[config.mk]
export PLATFORM = sky130hd
export DESIGN_NAME = useq_nextaddr
export DESIGN_NICKNAME = d
export VERILOG_FILES = /design/src/rtl/useq_pkg.sv /design/src/rtl/useq_decode.sv /design/src/rtl/useq_retstack.sv /design/src/rtl/useq_nextaddr.sv
export SDC_FILE = /design/constraint.sdc
export NUM_CORES = 1
export LEC_CHECK = 0
export BUFFER_PORTS_ARGS = -buffer_cell sky130_fd_sc_hd__buf_2
export CORE_MARGIN = 1.5
export CORE_UTILIZATION = 50
export CTS_BUF_LIST = sky130_fd_sc_hd__clkbuf_16
export CTS_CLUSTER_DIAMETER = 120
export CTS_CLUSTER_SIZE = 28
export DETAILED_ROUTE_END_ITERATION = 16
export GPL_TIMING_DRIVEN = 1
export PLACE_DENSITY = 0.64
export SLEW_MARGIN = 20
export SYNTH_ARGS = -nofsm -noshare
export SYNTH_HDL_FRONTEND = slang
export SYNTH_HIERARCHICAL = 1
export SYNTH_SLANG_ARGS = --single-unit
export TNS_END_PERCENT = 5
[constraint.sdc]
create_clock -name clk -period 3.65 [get_ports clk]
set_input_delay 0.1825 -clock clk [delete_from_list [all_inputs] [get_ports clk]]
set_output_delay 0.1825 -clock clk [all_outputs]
set_load 0.03 [all_outputs]
[src/rtl/useq_pkg.sv]
package useq_pkg;

    typedef enum logic [1:0] {
        XF_SEQ  = 2'b00,
        XF_JUMP = 2'b01,
        XF_DISP = 2'b10,
        XF_RSVD = 2'b11
    } xfer_e;

    typedef enum logic [2:0] {
        ACT_SEQ,
        ACT_JUMP,
        ACT_CALL,
        ACT_RET,
        ACT_IWR
    } act_e;

    typedef enum logic [1:0] {
        ST_RUN,
        ST_KILL,
        ST_PEND,
        ST_KILL_PEND
    } seq_state_e;

endpackage

[src/rtl/useq_decode.sv]
module useq_decode
    import useq_pkg::*;
(
    input  logic [1:0] kind,
    input  logic       cond,
    input  logic       r,
    input  logic       p,
    input  logic       n,
    input  logic       killed,
    output act_e       act,
    output logic       taken,
    output logic       squash_req
);

    logic use_code;
    logic is_disp;

    always_comb begin
        is_disp  = (xfer_e'(kind) == XF_DISP);
        use_code = !killed && (is_disp || ((xfer_e'(kind) == XF_JUMP) && cond));
        act      = ACT_SEQ;
        if (use_code) begin
            unique case ({r, p})
                2'b00: act = ACT_JUMP;
                2'b01: act = ACT_CALL;
                2'b10: act = ACT_RET;
                2'b11: act = is_disp ? ACT_RET : ACT_IWR;
            endcase
        end
        taken      = (act == ACT_JUMP) || (act == ACT_CALL) || (act == ACT_RET);
        squash_req = taken && n;
    end

endmodule

[src/rtl/useq_retstack.sv]
module useq_retstack #(
    parameter int AW = 5,
    parameter int DW = 15
) (
    input  logic          clk,
    input  logic          rst,
    input  logic          push,
    input  logic          pop,
    input  logic [DW-1:0] wdata,
    output logic [DW-1:0] rdata
);

    localparam int DEPTH = 1 << AW;

    logic [AW-1:0] ptr_q;
    logic [DW-1:0] mem_q [DEPTH];
    logic [AW-1:0] ptr_inc;

    assign ptr_inc = ptr_q + AW'(1);
    assign rdata   = mem_q[ptr_q];

    always_ff @(posedge clk) begin
        if (rst) begin
            ptr_q <= '0;
        end else if (push) begin
            ptr_q <= ptr_inc;
        end else if (pop) begin
            ptr_q <= ptr_q - AW'(1);
        end
    end

    for (genvar gi = 0; gi < DEPTH; gi++) begin : g_slot
        always_ff @(posedge clk) begin
            if (rst) begin
                mem_q[gi] <= '0;
            end else if (push && (ptr_inc == AW'(gi))) begin
                mem_q[gi] <= wdata;
            end
        end
    end

    AST_PUSH_PREINC: assert property (@(posedge clk) disable iff (rst)
        push |=> ptr_q == AW'($past(ptr_q) + AW'(1)));
    AST_POP_POSTDEC: assert property (@(posedge clk) disable iff (rst)
        (pop && !push) |=> ptr_q == AW'($past(ptr_q) - AW'(1)));
    AST_PUSH_POP_EXCL: assert property (@(posedge clk) disable iff (rst)
        !(push && pop));

endmodule

[src/rtl/useq_nextaddr.sv]
module useq_nextaddr
    import useq_pkg::*;
#(
    parameter int PC_W   = 14,
    parameter int STK_AW = 5
) (
    input  logic            clk,
    input  logic            rst,
    input  logic [1:0]      xfer_kind,
    input  logic            cond_met,
    input  logic            r_bit,
    input  logic            p_bit,
    input  logic            n_bit,
    input  logic            popj_next,
    input  logic [PC_W-1:0] target_addr,
    input  logic            ret_flag,
    output logic [PC_W-1:0] fetch_pc,
    output logic            slot_nop,
    output logic            lc_advance,
    output logic            imem_wr_req
);

    localparam int STK_DW = PC_W + 1;

    seq_state_e state_q, state_d;
    logic       killed, pending;

    act_e       dec_act, eff_act;
    logic       dec_taken, dec_sq, eff_sq, arm;

    logic [PC_W-1:0]   pc_q, pc_d, pc_inc, ret_addr;
    logic              lc_q, lc_d, iwr_q, iwr_d;
    logic              push_en, pop_en;
    logic [STK_DW-1:0] push_word, pop_word;

    assign killed  = (state_q == ST_KILL) || (state_q == ST_KILL_PEND);
    assign pending = (state_q == ST_PEND) || (state_q == ST_KILL_PEND);

    useq_decode u_dec (
        .kind       (xfer_kind),
        .cond       (cond_met),
        .r          (r_bit),
        .p          (p_bit),
        .n          (n_bit),
        .killed     (killed),
        .act        (dec_act),
        .taken      (dec_taken),
        .squash_req (dec_sq)
    );

    useq_retstack #(.AW(STK_AW), .DW(STK_DW)) u_stk (
        .clk   (clk),
        .rst   (rst),
        .push  (push_en),
        .pop   (pop_en),
        .wdata (push_word),
        .rdata (pop_word)
    );

    // next-state and datapath selection
    always_comb begin
        if (pending && !dec_taken) begin
            eff_act = ACT_RET;
            eff_sq  = 1'b0;
        end else begin
            eff_act = dec_act;
            eff_sq  = dec_sq;
        end
        arm       = popj_next && !killed;
        pc_inc    = pc_q + PC_W'(1);
        ret_addr  = n_bit ? pc_q : pc_inc;
        push_word = {ret_flag, ret_addr};
        push_en   = (eff_act == ACT_CALL);
        pop_en    = (eff_act == ACT_RET);
        unique case (eff_act)
            ACT_JUMP, ACT_CALL: pc_d = target_addr;
            ACT_RET:            pc_d = pop_word[PC_W-1:0];
            default:            pc_d = pc_inc;
        endcase
        lc_d  = pop_en && pop_word[PC_W];
        iwr_d = (eff_act == ACT_IWR);
        unique case ({eff_sq, arm})
            2'b00: state_d = ST_RUN;
            2'b01: state_d = ST_PEND;
            2'b10: state_d = ST_KILL;
            2'b11: state_d = ST_KILL_PEND;
        endcase
    end

    // state register
    always_ff @(posedge clk) begin
        if (rst) state_q <= ST_RUN;
        else     state_q <= state_d;
    end

    // output registers
    always_ff @(posedge clk) begin
        if (rst) begin
            pc_q  <= '0;
            lc_q  <= 1'b0;
            iwr_q <= 1'b0;
        end else begin
            pc_q  <= pc_d;
            lc_q  <= lc_d;
            iwr_q <= iwr_d;
        end
    end

    assign fetch_pc    = pc_q;
    assign slot_nop    = killed;
    assign lc_advance  = lc_q;
    assign imem_wr_req = iwr_q;

    AST_SQUASH_FOLLOWS: assert property (@(posedge clk) disable iff (rst)
        dec_sq |=> slot_nop);
    AST_KILLED_NO_PUSH: assert property (@(posedge clk) disable iff (rst)
        killed |-> !push_en);
    AST_IWR_ADVANCES: assert property (@(posedge clk) disable iff (rst)
        imem_wr_req |-> fetch_pc == PC_W'($past(fetch_pc) + PC_W'(1)));
    AST_LC_NEEDS_POP: assert property (@(posedge clk) disable iff (rst)
        lc_advance |-> $past(pop_en));
    AST_PEND_POPS: assert property (@(posedge clk) disable iff (rst)
        (pending && !dec_taken) |-> pop_en);

endmodule

---- Word-level counts from Yosys, hierarchy flattened ----
Memories as Yosys holds them, arrays and structs flattened. A register that Yosys moved wholly into a read port is not among the register bits.
Index checks and enable logic that the tools add are counted.
word-level totals
  logic and storage cells ................. 282
  register bits ........................... 23
  bits in writable memories ............... 480
  bits of input ports ..................... 24
  memories kept ........................... 1
  output and inout bits ................... 17
cells by class
  equal/unequal tests ..................... 49
  $add $sub $neg .......................... 3
  reduce and logical (&&, ||, !) cells .... 50
  multiplexer cells ....................... 142
  bitwise gates (word level) .............. 32
memory list
  name         depth  bits a word  read ports  clocked after memory_dff  wr ports  line                 text
  u_stk.mem_q  32     15           1           1                         32        useq_retstack.sv:16  logic [DW-1:0] mem_q [DEPTH];
operator list
  kind                                                                    number
  15-bit 2-to-1 mux                                                       32
  1-bit 2-to-1 mux                                                        99
  5-bit equality test (second input constant)                             16
  5-bit by 4-bit equality test with 1-bit output (second input constant)  8
  1-bit logical AND                                                       38
  1-bit OR                                                                32
  14-bit one-hot mux with 2 select lines                                  1
  5-bit by 3-bit equality test with 1-bit output (second input constant)  4
  5-bit 2-to-1 mux                                                        4
  14-bit by 1-bit adder with 14-bit output (second input constant)        1
  2-bit equality test (second input constant)                             7
  14-bit 2-to-1 mux                                                       1
  3-bit by 2-bit equality test with 1-bit output (second input constant)  4
  3-bit one-hot mux with 4 select lines                                   1
  5-bit by 2-bit equality test with 1-bit output (second input constant)  2
  3-bit 2-to-1 mux                                                        3
  2-bit by 1-bit equality test with 1-bit output (second input constant)  4
  2-bit one-hot mux with 4 select lines                                   1
  3-bit by 1-bit equality test with 1-bit output (second input constant)  2
  5-bit by 1-bit adder with 5-bit output (second input constant)          1
  5-bit by 1-bit equality test with 1-bit output (second input constant)  1
  5-bit zero test                                                         1
  1-bit logical OR                                                        5
  5-bit by 1-bit subtractor with 5-bit output (second input constant)     1
  5 further kinds                                                         7

---- Logic depth before layout (Yosys ltp) ----
  depth after elaboration ................. 17
  mapped depth ............................ 12
  mapped depth without buffers ............ 10

---- Modules after synthesis ----
Netlist, hierarchy kept.
by module, submodules not included
  module         cells each  seq. area each (um2)  instances  area an instance (um2)
  useq_retstack  1768        14614.0               1          22748.1
  useq_nextaddr  166         360.3                 1          1313.8
  useq_decode    14          0.0                   1          86.3

---- Least setup slack after synthesis ----
Ideal clock, no wire load.
  path kind ............................... reg2reg
  start point ............................. reg state_q[0]
  end point ............................... mem u_stk.mem_q[20][0] (enable)
  arrival ................................. 2.750 ns
  buffers on the path ..................... 2
  stages on the path, launching flop included .. 9
  slack ................................... 0.509 ns
  data required time ...................... 3.260 ns
  path through ............................ dfxtp_1 clkbuf_1 nor4_2 nand2b_1 nor3_1 clkbuf_1 and2_1 nand2_1 o21bai_1
RTL lines
  item                    line                 text
  from (decl)             useq_nextaddr.sv:25  seq_state_e state_q, state_d;
  from (signal assigned)  useq_nextaddr.sv:93  else state_q <= state_d;
  to (decl)               useq_retstack.sv:16

==> summary.md <==
| Metric | Value |
|---|---|
| Outcome | `completed` |
| CTS Buf Count | `22` |
| Initial antenna violation count | `4` |
| Yosys warns | `6` |
| Finish-stage setup viols | `0` |
| Pin count of the biggest net entering global routing | `61` |
| Wirelength, routed | `between 60,000 and 70,000 um` |
| Global-route wire length before repair | `98,200 um` |
| Cell variety after synth | `65` |
| Effective utilization at floorplan | `50.6%` |
| Root Driver | `clkbuf_16` |
| DRC viols | `0` |
| RSZ-0062 raised after global routing | `false` |
| Psw | `0.00372 W` |
| Power Dens Cells | `between 400 and 500 nW/um^2` |
| Lkg Pwr | `8.77 nW` |
| Detail Route Antenna Nets | `0` |
| Post-DP Area | `roughly 25,000 um^2` |
| Vias in the first global route | `14,900` |
| Clock power frac | `~24%` |
| Maximum clock rate | `~0.32 GHz` |
| Count leader, synth | `edfxtp_1` |
| Setup_tns | `0 ns` |
| Fin. Hold Viols | `0` |
| Top Layer Used | `met5` |
| Congestion Overflow GR | `0` |
| Placeable Area | `around 48,000 um^2` |
| Iteration-0 DRC Markers | `1,796` |
| Worst hold slack | `0.0323 ns` |
| DR vias/cell | `around 6.0` |
| Met3 WL | `approximately 6600 um` |
| Crit Path Max Fanout | `15` |
| Max Slew Vio Count | `0` |
| Worst-Margin Slew | `1.21 ns` |
| Worst setup SP type | `flop` |
| CTS tree | `yes` |
| Post-CTS Repair Setup Buffers | `0` |
| Register share of total power | `between 50 and 60%` |
| Layout cells sized above 1 | `10.3%` |
| Commonest cells in the netlist | `edfxtp_1 (480), nor2_1 (268), and2_1 (248)` |
| Synth top area cells | `edfxtp_1 (60%), mux2i_1 (10%), and2_1 (6.4%)` |
| Met1 WL | `26,600 um` |
| DP HPWL | `45,400 um` |
| R2R cell count | `7` |
| Worst-path clk slew | `0.11 ns` |
| Synth Cell Area | `~24,000 um^2` |
| Crit path arrival time | `3.42 ns` |
| Reg-to-Reg Start | `u_stk/ptr_q[1]` |
| Combinational power share | `between 20 and 25%` |
| Row cnt | `80` |
| Hold Path Stages | `3` |
| R2r setup slk | `approximately 0.49 ns` |
| RR Endpoint | `u_stk/mem_q[13][12]` |
| Drt pass-1 iters | `6` |
| Syn avg cell area | `approximately 12 um^2` |
| Period minus WS final | `around 3.2 ns` |
| Peak VDD IR | `between 0.3 and 0.4 mV` |
| Internal | `~0.0085 W` |
| Synth-to-layout area growth | `7.40%` |
| DIE AREA | `between 40,000 and 50,000 um^2` |
| Placer's final routability congestion estimate | `about 0.93` |
| Fillers | `between 3,000 and 4,000` |
| Slew HR | `approximately a fifth` |
| Ports | `between 40 and 50` |
| Clock Latency Late Sink | `slightly below 0.6 ns` |
| Sw frac | `between 30% and 40%` |
| Seq/Total Area, Yosys | `approximately 62%` |
| CTS sink count | `between 500 and 600` |
| Final Net Count | `just under 2,000` |
| Post-synth top flop | `edfxtp_1` |
| Data required, critical path | `3.91 ns` |
| Die H | `around 220 um` |
| Post-synth top area share | `about three fifths` |
| Final Cycle Share | `between 80% and 90%` |
| Register bit total from synthesis | `508` |
| GRT Util Overall | `27.2%` |
| CTS max path bufs | `3` |
| CTS H-tree lvls | `1` |
| Antenna diodes | `0` |
| Worst hold endpoint | `fetch_pc[7]` |
| HP Start | `target_addr[7]` |
| EDFF count, synth | `between 400 and 500` |
| Synth Net Count | `approximately 2,000` |
| Port Buffers | `40` |
| Die width | `between 200 and 250 um` |
| Leading area contributor after synthesis | `edfxtp_1` |
| Max Cap Viol | `0` |
| Post-CTS Resized | `0` |
| Met2 WL | `31,100 um` |
| Cell area after layout | `between 20,000 and 30,000 um^2` |
| Setup CP Type | `reg2reg` |
| Mapped Cells | `~1,900` |
| Critical Path End Type | `flop` |
| WL per Instance | `roughly 26 um` |
| HP Class | `in2reg` |
| Asr flop ratio synth | `0%` |
| Via Count | `between 15,000 and 20,000` |
| Final Power | `around 0.012 W` |
| Clock Skews | `0.0271 ns` |
## registers in the layout (all words and copies together), names as in the netlist, named ones only
| name | cells |
|---|---|
| u_stk/ptr_q | 5 |
| state_q | 2 |
| lc_advance | 1 |
| u_stk/mem_q | 480 |
| imem_wr_req | 1 |
| fetch_pc | 14 |
## critical path, cell delays in order, from the launching register on
cell      delay (ns)
dfxtp_1         0.52
ha_1            0.68
nand3_4         0.16
xor2_2          0.36
and2_1          0.28
nand2_1         0.21
o21bai_1        0.30
buf_4           0.32
## per-layer routing
layer / track usage (%) / vias to the layer above
li1: - / 6965
met1: 35.7 / 7660
met2: 42.8 / 658
met3: 7.34 / 125
met4: 11.2 / 4
met5: 0 / -
## stage by stage
step	worst slack [ns]	cells	util (%)
4_1_cts	0.553	2567	54.3
3_3_place_gp	0.595	2518	52.8
5_1_grt	0.347	2567	54.3
2_1_floorplan	0.509	1948	-
6_report	0.494	2567	54.3
3_5_place_dp	0.582	2518	52.8
## placed cells by master, fill, tap and decap left out, types with 4 or more instances in the layout
cell,Yosys,routed
nor2_2,10,10
a222oi_1,6,6
o22ai_1,5,5
a22oi_1,64,64
dfxtp_1,28,27
nor3b_1,5,5
nand3_4,5,5
ha_1,6,6
inv_1,4,19
nand2_1,122,118
xnor2_2,2,9
xor2_2,1,7
buf_4,13,64
nand3_1,37,37
edfxtp_1,480,480
o21ai_0,8,8
a22o_1,30,30
nor3_1,25,25
xor2_1,10,4
nor2b_1,7,5
buf_12,0,10
a221oi_1,4,4
xnor2_1,15,8
mux2i_1,241,241
nand4_1,18,18
buf_2,61,40
nor2_1,268,267
clkbuf_16,0,23
nor4_1,4,4
dlygate4sd3_1,0,9
and2_1,248,247
nand2b_1,11,11
nor2_4,4,5
a21oi_1,33,33
a31oi_1,15,15
nand2_2,1,5
o21bai_1,34,34
## power groups by stage
| stage | combinational, W | sequential (W) | clock (W) |
|---|---|---|---|
| floorplan | 0.00143 | 0.00685 | 0 |
| global route | 0.00260 | 0.00678 | 0.00317 |
| detailed placement | 0.00245 | 0.00688 | 0 |
| global placement | 0.00244 | 0.00687 | 0 |
| CTS | 0.00246 | 0.00675 | 0.00300 |
| finish | 0.00251 | 0.00675 | 0.00296 |
## worst max path at each step
stage,start,end,slack [ns]
after detailed placement,u_stk/ptr_q[1],u_stk/mem_q[15][3],0.58
final,u_stk/ptr_q[1],u_stk/mem_q[13][12],0.49
after global routing,u_stk/ptr_q[1],u_stk/mem_q[13][12],0.35
after CTS,u_stk/ptr_q[1],u_stk/mem_q[15][8],0.55
after floorplan,state_q[0],u_stk/mem_q[20][0],0.51
after global placement,u_stk/ptr_q[1],u_stk/mem_q[13][3],0.60
## cell type report
class | instances | area [um^2] | share of cell area, %
sequential | 508 | 15000 | 57.8
multi-input combinational | 1277 | 8540 | 32.9
timing repair buffer | 123 | 971 | 3.74
tap | 615 | 769 | 2.97
clock buffer | 23 | 576 | 2.22
clock inverter | 17 | 83.8 | 0.323
inverter | 4 | 15.0 | 0.0579
## cell families after synthesis
kind of cell,after synthesis,synth area share [%]
and+or+nand+nor,784,16.5
DFF,508,62.0
muxes,242,10.0
AOI/OAI and AO/OA,216,6.72
buffers and inverters,163,3.16
xor gates and xnor gates,29,1.22
adders and majority gates,6,0.311
## what timing repair did
item	in CTS	in global routing
hold buffers	9	0
setup endpoints to repair	0	0
endpoints found under the hold margin	9	0
No activity file was read; power rests on OpenSTA's default activity.
